**config.mk**
```make
export PLATFORM = sky130hd
export DESIGN_NAME = uart_irq_prio
export DESIGN_NICKNAME = d
export VERILOG_FILES = /design/src/rtl/uart_irq_pkg.sv /design/src/rtl/uart_irq_sticky.sv /design/src/rtl/uart_irq_timeout.sv /design/src/rtl/uart_irq_encode.sv /design/src/rtl/uart_irq_prio.sv
export SDC_FILE = /design/constraint.sdc
export NUM_CORES = 1
export LEC_CHECK = 0
export BUFFER_PORTS_ARGS = -buffer_cell sky130_fd_sc_hd__buf_2
export CORE_MARGIN = 2
export CORE_UTILIZATION = 39
export DETAILED_ROUTE_END_ITERATION = 12
export PLACE_DENSITY_LB_ADDON = 0.05
export SYNTH_ARGS = -nofsm -noshare
export SYNTH_HDL_FRONTEND = slang
export SYNTH_SLANG_ARGS = --single-unit
```
**constraint.sdc**
```tcl
create_clock -name clk -period 5.7 [get_ports clk]
set_clock_uncertainty 0.05 [all_clocks]
set_input_delay 1.71 -clock clk [delete_from_list [all_inputs] [get_ports clk]]
set_output_delay 1.71 -clock clk [all_outputs]
set_load 0.05 [all_outputs]
```
**src/rtl/uart_irq_pkg.sv**
```systemverilog
package uart_irq_pkg;

  localparam logic [5:0] CODE_LSR  = 6'b000110;
  localparam logic [5:0] CODE_RDY  = 6'b000100;
  localparam logic [5:0] CODE_TMO  = 6'b001100;
  localparam logic [5:0] CODE_THR  = 6'b000010;
  localparam logic [5:0] CODE_MSR  = 6'b000000;
  localparam logic [5:0] CODE_XCH  = 6'b010000;
  localparam logic [5:0] CODE_FLOW = 6'b100000;
  localparam logic [5:0] CODE_NONE = 6'b000001;

  // active-vector positions, highest rank first
  localparam int A_LSR = 0, A_RDY = 1, A_TMO = 2, A_THR = 3,
                 A_MSR = 4, A_XCH = 5, A_FLOW = 6, A_WAKE = 7;
  localparam int N_ACT = 8;

  // latched sources
  localparam int S_LSR = 0, S_THR = 1, S_MSR = 2, S_XCH = 3,
                 S_FLOW = 4, S_WAKE = 5;
  localparam int N_STICKY = 6;

  // time-out: four character times plus twelve bit times
  function automatic int unsigned tmo_limit(input int unsigned bpc);
    return 4 * bpc + 12;
  endfunction

  function automatic logic [5:0] pick_code(input logic [N_ACT-1:0] act);
    if (act[A_LSR])                    return CODE_LSR;
    else if (act[A_RDY])               return CODE_RDY;
    else if (act[A_TMO])               return CODE_TMO;
    else if (act[A_THR])               return CODE_THR;
    else if (act[A_MSR])               return CODE_MSR;
    else if (act[A_XCH])               return CODE_XCH;
    else if (act[A_FLOW] || act[A_WAKE]) return CODE_FLOW;
    else                               return CODE_NONE;
  endfunction

endpackage

```
**src/rtl/uart_irq_sticky.sv**
```systemverilog
module uart_irq_sticky (
  input  logic clk,
  input  logic rst_n,
  input  logic set,
  input  logic clr,
  output logic pend
);
  // a new event wins over a clearing access in the same cycle
  always_ff @(posedge clk or negedge rst_n) begin
    if (!rst_n) pend <= 1'b0;
    else        pend <= set | (pend & ~clr);
  end
endmodule

```
**src/rtl/uart_irq_timeout.sv**
```systemverilog
module uart_irq_timeout
  import uart_irq_pkg::*;
#(
  parameter int BPC_W = 4
) (
  input  logic             clk,
  input  logic             rst_n,
  input  logic             tick,
  input  logic             restart,
  input  logic             active,
  input  logic [BPC_W-1:0] bpc,
  input  logic             clr,
  output logic             fire,
  output logic             pend
);
  localparam int MAX_LIM = 4 * ((1 << BPC_W) - 1) + 12;
  localparam int CNT_W   = $clog2(MAX_LIM + 1);

  logic [CNT_W-1:0] cnt;
  logic [CNT_W-1:0] limit;

  assign limit = CNT_W'(tmo_limit(int'(bpc)));
  assign fire  = active & tick & ~restart & (cnt == limit - CNT_W'(1));

  always_ff @(posedge clk or negedge rst_n) begin
    if (!rst_n)                          cnt <= '0;
    else if (restart || !active)         cnt <= '0;
    else if (tick && cnt < limit)        cnt <= cnt + CNT_W'(1);
  end

  always_ff @(posedge clk or negedge rst_n) begin
    if (!rst_n)    pend <= 1'b0;
    else if (clr)  pend <= 1'b0;
    else if (fire) pend <= 1'b1;
  end
endmodule

```
**src/rtl/uart_irq_encode.sv**
```systemverilog
module uart_irq_encode
  import uart_irq_pkg::*;
(
  input  logic [N_ACT-1:0] act,
  output logic [5:0]       code,
  output logic             irq
);
  assign code = pick_code(act);
  assign irq  = |act;
endmodule

```
**src/rtl/uart_irq_prio.sv**
```systemverilog
module uart_irq_prio
  import uart_irq_pkg::*;
#(
  parameter int LVL_W = 7,
  parameter int BPC_W = 4
) (
  input  logic             clk,
  input  logic             rst_n,
  input  logic [LVL_W-1:0] rx_level,
  input  logic [LVL_W-1:0] rx_trig,
  input  logic [LVL_W-1:0] tx_level,
  input  logic [LVL_W-1:0] tx_trig,
  input  logic             bit_tick,
  input  logic             rx_char,
  input  logic [BPC_W-1:0] bits_per_char,
  input  logic [3:0]       lsr_evt,
  input  logic [3:0]       msr_evt,
  input  logic [2:0]       xchar_evt,
  input  logic             cts_in,
  input  logic             rts_in,
  input  logic             auto_cts_en,
  input  logic             auto_rts_en,
  input  logic             flow_sel,
  input  logic             wake_evt,
  input  logic [6:0]       irq_en,
  input  logic             lsr_rd,
  input  logic             rhr_rd,
  input  logic             isr_rd,
  input  logic             thr_wr,
  input  logic             msr_rd,
  input  logic             int0_rd,
  output logic [5:0]       isr_code,
  output logic             irq
);
  // named internal events (observed by the bound checker)
  logic                rx_rdy;
  logic                tmo_fire;
  logic                tmo_pend;
  logic                thr_set;
  logic                flow_set;
  logic [N_STICKY-1:0] set_v, clr_v, pend;
  logic [N_ACT-1:0]    act;

  // transmit: edges of "at/below trigger" and "empty"
  logic tx_at_trig, tx_empty, tx_at_trig_q, tx_empty_q;
  logic cts_q, rts_q;

  assign tx_at_trig = (tx_level <= tx_trig);
  assign tx_empty   = (tx_level == '0);

  always_ff @(posedge clk or negedge rst_n) begin
    if (!rst_n) begin
      tx_at_trig_q <= 1'b1;
      tx_empty_q   <= 1'b1;
      cts_q        <= 1'b1;
      rts_q        <= 1'b1;
    end else begin
      tx_at_trig_q <= tx_at_trig;
      tx_empty_q   <= tx_empty;
      cts_q        <= cts_in;
      rts_q        <= rts_in;
    end
  end

  assign thr_set  = (tx_at_trig & ~tx_at_trig_q) | (tx_empty & ~tx_empty_q);
  assign flow_set = flow_sel & ((auto_cts_en & cts_in & ~cts_q) |
                                (auto_rts_en & rts_in & ~rts_q));
  assign rx_rdy   = (rx_level >= rx_trig);

  always_comb begin
    set_v         = '0;
    clr_v         = '0;
    set_v[S_LSR]  = |lsr_evt;   clr_v[S_LSR]  = lsr_rd;
    set_v[S_THR]  = thr_set;    clr_v[S_THR]  = isr_rd | thr_wr;
    set_v[S_MSR]  = |msr_evt;   clr_v[S_MSR]  = msr_rd;
    set_v[S_XCH]  = |xchar_evt; clr_v[S_XCH]  = isr_rd;
    set_v[S_FLOW] = flow_set;   clr_v[S_FLOW] = msr_rd;
    set_v[S_WAKE] = wake_evt;   clr_v[S_WAKE] = int0_rd;
  end

  for (genvar i = 0; i < N_STICKY; i++) begin : g_src
    uart_irq_sticky u_src (
      .clk  (clk),
      .rst_n(rst_n),
      .set  (set_v[i]),
      .clr  (clr_v[i]),
      .pend (pend[i])
    );
  end

  uart_irq_timeout #(.BPC_W(BPC_W)) u_tmo (
    .clk    (clk),
    .rst_n  (rst_n),
    .tick   (bit_tick),
    .restart(rx_char | rhr_rd),
    .active (rx_level != '0),
    .bpc    (bits_per_char),
    .clr    (rhr_rd),
    .fire   (tmo_fire),
    .pend   (tmo_pend)
  );

  always_comb begin
    act         = '0;
    act[A_LSR]  = pend[S_LSR]  & irq_en[0];
    act[A_RDY]  = rx_rdy       & irq_en[1];
    act[A_TMO]  = tmo_pend     & irq_en[1];
    act[A_THR]  = pend[S_THR]  & irq_en[2];
    act[A_MSR]  = pend[S_MSR]  & irq_en[3];
    act[A_XCH]  = pend[S_XCH]  & irq_en[4];
    act[A_FLOW] = pend[S_FLOW] & irq_en[5];
    act[A_WAKE] = pend[S_WAKE] & irq_en[6];
  end

  uart_irq_encode u_enc (
    .act (act),
    .code(isr_code),
    .irq (irq)
  );
endmodule

```
==> flow_summary.json, run 1 <==
{
  "outcome": "finished, final reports clean",
  "grt_usage": 0.1454,
  "crit_fanout": 5,
  "worst_hold_slack_ps": 427.3,
  "antenna_cells": 0,
  "rsz0062_at_grt": "false",
  "die_w_um": 67.71,
  "wire_per_inst_um": 10.93,
  "hpwl_um": 2805,
  "drtAntennaViolNets": 0,
  "critPathRequiredTime_ps": 3940,
  "cts_sinks": 18,
  "grt_pass1_vias": 1253,
  "timing.rr.start": "u_tmo.cnt[3]$_DFFE_PN0P_",
  "grt_max_degree": 19,
  "power_density_nw_per_um2": 163.3,
  "final.setup.tns_ps": 0,
  "async_reset_ff_frac": 1.000,
  "worst_slew_pin_slew_ps": 530.6,
  "fp.coreArea_sq_um": 3943,
  "min_from": "g_src[5].u_src.pend$_DFF_PN0_",
  "synth_nets": 265,
  "min_path_type": "reg -> reg",
  "first_pass_iters": 4,
  "hold_viol": 0,
  "dominantRegCellSynth": "dfrtp_1",
  "synth.avg_cell_area_sq_um": 8.942,
  "period_needed_ps": 5209,
  "slew_violations": 0,
  "start_kind": "input pin",
  "finalSetupViolations": 0,
  "final_layout_size_suffix_gt1_frac": 0.3532,
  "postCtsSetupRepairBufs": 0,
  "num_rows": 23,
  "final_util": 0.5198,
  "ctsResizeCount": 0,
  "cts_made_buffers": 3,
  "vias_per_cell": 4.987,
  "p_leak_nw": 1.039,
  "start_util": 0.4015,
  "ys_types": 45,
  "synth-edff-count": 0,
  "drt-initial-drc-count": 19,
  "cp-startpoint": "rx_level[4]",
  "cap_violations": 0,
  "synth_top_cell_by_area": "dfrtp_1",
  "drt-total-wl_um": 3300,
  "path_clk_slew_ps": 60,
  "min_path_cells": 1,
  "synth_top_area_frac": 0.2213,
  "irDropWorstVdd_mv": 0.1085,
  "antenna_found_initial": 0,
  "p_total_mw": 0.3346,
  "fmax_ghz": 0.1920,
  "ys_seq_area_frac": 0.2877,
  "cts_tree": "done",
  "cts-htree-levels": 1,
  "gp_congestion": 0.7455,
  "synth_area_sq_um": 1583,
  "ios": 73,
  "areaGrowthSynthToFinish_pct": 29.49,
  "drc": 0,
  "grt_pass1_wl_um": 5099,
  "io_buffers": 72,
  "num_vias": 1506,
  "clockRootBuffer": "clkbuf_8",
  "yosys-top-cells-area": "dfrtp_1, ha_1, dfstp_2",
  "cp-end-kind": "output pin",
  "ff2ff_path_depth": 6,
  "yosysWarnings": 0,
  "fin_nets": 341,
  "synth_common_cells": "inv_1, ha_1, dfrtp_1, nand2_1, a21oi_1",
  "ys_ff_latch": 18,
  "die-area_sq_um": 4584,
  "path_class": "in -> out",
  "holdBufCountCts": 0,
  "period_share": 0.9139,
  "cts_buffer_depth": 2,
  "clock_latency_ps": 250,
  "grt_overflow": 0,
  "yosysMostFrequentCell": "inv_1",
  "relSlewSlack": 0.6462,
  "die_y_um": 67.71,
  "syn-instance-count": 177,
  "cp.arrival_ps": 3450
}
[cell usage in the layout, fill, tap and decap left out, types with 3 or more instances in the layout]
master,instances
a211oi_1,3
a21o_1,4
a21oi_1,9
buf_2,72
clkbuf_8,4
dfrtp_1,14
dfstp_2,4
ha_1,22
inv_1,26
nand2_1,11
nand2b_1,3
nand3_1,6
nand4_1,4
nor2_1,6
nor2b_1,3
nor3_1,3
nor4_1,4
o21ai_0,8
o21ai_1,4
o41ai_1,3
or4_1,3
or4b_1,3
xnor2_1,6
[through the flow]
stage          instances  area [sq um]  setup WS, ps
5_1_grt              302          2049         319.8
3_3_place_gp         298          1994         535.9
6_report             302          2049         490.6
3_5_place_dp         298          1994         477.1
2_1_floorplan        177          1583        -16.65
4_1_cts              302          2049         479.0
[layer usage]
metal,GRT usage,share of wire
met1,0.1922,0.48
met2,0.2439,0.45
met3,0.01500,0.069
met4,0.05357,0.0070
met5,0,0
[state kept, by name, indices dropped and copies added (netlist names)]
register,count
cts_q,1
g_src.u_src.pend,6
rts_q,1
tx_at_trig_q,1
tx_empty_q,1
u_tmo.cnt,7
u_tmo.pend,1
[kinds of logic (layout without fill, tap and decap cells)]
family | Yosys count | after routing | share of synthesized area
buffers and inverters | 27 | 102 | 0.06877
flip-flops | 18 | 18 | 0.2877
AO/OA/AOI/OAI | 48 | 48 | 0.2103
adder cells (fa/ha/maj) | 22 | 22 | 0.1739
XOR/XNOR | 9 | 9 | 0.06403
AND/OR/NAND/NOR | 53 | 53 | 0.1953
[cell type report]
| cell class | count | area [sq um] |
|---|---|---|
| Clock buffer | 4 | 55.05 |
| Fill cell | 363 | 1893 |
| Inverter | 26 | 97.59 |
| Multi-Input combinational cell | 132 | 1018 |
| Sequential cell | 18 | 455.4 |
| Tap cell | 50 | 62.56 |
| Timing Repair Buffer | 72 | 360.3 |
[path summary, 6_finish.rpt]
| path | slack, ps | to |
|---|---|---|
| max | 490 | isr_code[5] |
| min | 430 | g_src[5].u_src.pend$_DFF_PN0_ |
| max reg2reg | 3750 | u_tmo.cnt[3]$_DFFE_PN0P_ |
| min reg2reg | 430 | g_src[5].u_src.pend$_DFF_PN0_ |
| max in group asynchronous | 3950 | tx_empty_q$_DFF_PN1_ |
| min in group asynchronous | 1320 | u_tmo.cnt[0]$_DFFE_PN0P_ |
[power breakdown]
part           internal (mW)  switching [mW]
logic                 0.0436          0.0527
clock network         0.0612          0.0405
registers              0.134         0.00273
[worst max-delay path, cell delays in order]
cell and delay [ps]:
buf_2 110, ha_1 290, a21o_1 180, a21o_1 190, a211oi_2 220, o21ai_1 180
a211oi_1 260, buf_2 300
Power figures use the tool's default switching activity.
==> run 2: changes to the inputs <==
Settings changed: PLACE_DENSITY set to 0.8, PLACE_DENSITY_LB_ADDON 0.05 to not set.
==> flow_summary.json, run 2 (synthesis gave the netlist of run 1 again) <==
{
  "slew_violations": 0,
  "wire_per_inst_um": 11.26,
  "start_util": 0.4015,
  "vias_per_cell": 5.093,
  "reg.largest.list": "u_tmo.cnt: 7 flops, g_src.u_src.pend: 6 flops",
  "worst_slew_pin_slew_ps": 517.9,
  "dpl.cell_count": 298,
  "gp_congestion": 0.7835,
  "ff2ff_path_depth": 6,
  "power_density_nw_per_um2": 163.2,
  "p_comb_frac": 0.291,
  "pwr-share-seq": 0.409,
  "fp.coreArea_sq_um": 3943,
  "path_class": "in -> out",
  "clockPowerShare": 0.300,
  "start_kind": "input pin",
  "min_path_cells": 1,
  "r2r-end": "u_tmo.cnt[3]$_DFFE_PN0P_",
  "hpwl_um": 2926,
  "final_layout_size_suffix_gt1_frac": 0.3532,
  "place_area_sq_um": 1994,
  "outcome": "finished, final reports clean",
  "period_needed_ps": 5219,
  "min_to": "g_src[5].u_src.pend$_DFF_PN0_",
  "p_leak_nw": 1.039,
  "crit_fanout": 5,
  "design_area_sq_um": 2049,
  "cts_buffer_depth": 2,
  "antenna_cells": 0,
  "swShare": 0.2849,
  "fin_nets": 341,
  "postCtsSetupRepairBufs": 0,
  "netSwitchingPower_mw": 0.09525,
  "grt_pass1_wl_um": 5506,
  "regMostFlops": "u_tmo.cnt",
  "p_int_mw": 0.2391,
  "grt_pass1_vias": 1336,
  "ios": 73,
  "drtAntennaViolNets": 0,
  "grt_overflow": 0,
  "timing.rr.start": "u_tmo.cnt[3]$_DFFE_PN0P_",
  "io_buffers": 72,
  "grt_max_degree": 19,
  "cp-end-kind": "output pin",
  "fmax_ghz": 0.1916,
  "antenna_found_initial": 0,
  "irDropWorstVdd_mv": 0.1362,
  "drc": 0,
  "ctsResizeCount": 0,
  "final_common_cell": "buf_2",
  "first_pass_iters": 4,
  "path_clk_slew_ps": 60,
  "cts_made_buffers": 3,
  "rsz0062_at_grt": "false",
  "worst_slack_ps": 481.1,
  "die-area_sq_um": 4584,
  "die_w_um": 67.71,
  "holdBufCountCts": 0,
  "cts_tree": "done",
  "drt-initial-drc-count": 17,
  "die_y_um": 67.71,
  "num_rows": 23,
  "finalSetupViolations": 0,
  "min_from": "g_src[5].u_src.pend$_DFF_PN0_",
  "dp_worst_setup_slack_ps": 504.5,
  "reg2reg_slack_ps": 3730,
  "cap_violations": 0,
  "cp.arrival_ps": 3460,
  "cts_sinks": 18,
  "period_share": 0.9156,
  "layout.cells.non_filler": 302,
  "critPathRequiredTime_ps": 3940,
  "hold_viol": 0,
  "num_vias": 1538,
  "clock_latency_ps": 250,
  "drt-total-wl_um": 3402,
  "mostFrequentLayoutCells": "buf_2, inv_1, ha_1",
  "areaGrowthSynthToFinish_pct": 29.49,
  "clockRootBuffer": "clkbuf_8",
  "grt_usage": 0.1545,
  "min_path_type": "reg -> reg",
  "relSlewSlack": 0.6548,
  "cts-htree-levels": 1,
  "largest_reg_flops": 7
}
[run 2: cell counts in the layout (fill, tap and decap cells not counted)]
Identical to the previous run, type by type.
[run 2: layout make-up]
type / instances / area [sq um]
fillers: 372 / 1893
repair buffers: 72 / 360.3
well taps: 50 / 62.56
inverters: 26 / 97.59
flip-flops and latches: 18 / 455.4
clock buffers: 4 / 55.05
multi-input cells: 132 / 1018
[run 2: how the worst max path moves through the flow]
stage,startpoint,endpoint,slack (ps)
after global routing,rx_level[4],isr_code[5],350
after CTS,rx_level[4],isr_code[4],490
after floorplan,rx_trig[4],isr_code[0],-20
after detailed placement,rx_level[4],isr_code[0],500
final,rx_level[4],isr_code[4],480
after global placement,rx_level[4],isr_code[5],520
[run 2: routing by layer]
| layer | vias up | share of wire | global-route usage | wire length [um] |
|---|---|---|---|---|
| met3 | 2 | 0.049 | 0.01000 | 168 |
| li1 | 802 | - | - | - |
| met2 | 48 | 0.48 | 0.2574 | 1630 |
| met4 | 0 | 0.010 | 0.06122 | 34 |
| met5 | - | 0 | 0 | 0 |
| met1 | 686 | 0.46 | 0.2074 | 1570 |
[run 2: worst max-delay path, cell delays in order]
cell      delay (ps)
buf_2            100
ha_1             300
a21o_1           180
a21o_1           190
a211oi_2         230
o21ai_1          190
a211oi_1         260
buf_2            300
[run 2: through the flow]
| step | total power, mW | TNS [ps] | utilization | hold WS, ps |
|---|---|---|---|---|
| after floorplan | 0.1965 | -49.96 | - | 400.0 |
| after global placement | 0.2344 | 0 | 0.5059 | 413.2 |
| after detailed placement | 0.2375 | 0 | 0.5059 | 420.5 |
| after CTS | 0.3410 | 0 | 0.5198 | 435.9 |
| after global routing | 0.3603 | 0 | 0.5198 | 481.3 |
| final | 0.3344 | 0 | 0.5198 | 431.6 |
[run 2: power groups by stage]
| stage | clock, mW | sequential (mW) | combinational [mW] |
|---|---|---|---|
| floorplan | 0 | 0.138 | 0.0584 |
| global placement | 0 | 0.139 | 0.0955 |
| detailed placement | 0 | 0.139 | 0.0986 |
| CTS | 0.105 | 0.137 | 0.0990 |
| global route | 0.112 | 0.137 | 0.111 |
| finish | 0.100 | 0.137 | 0.0975 |
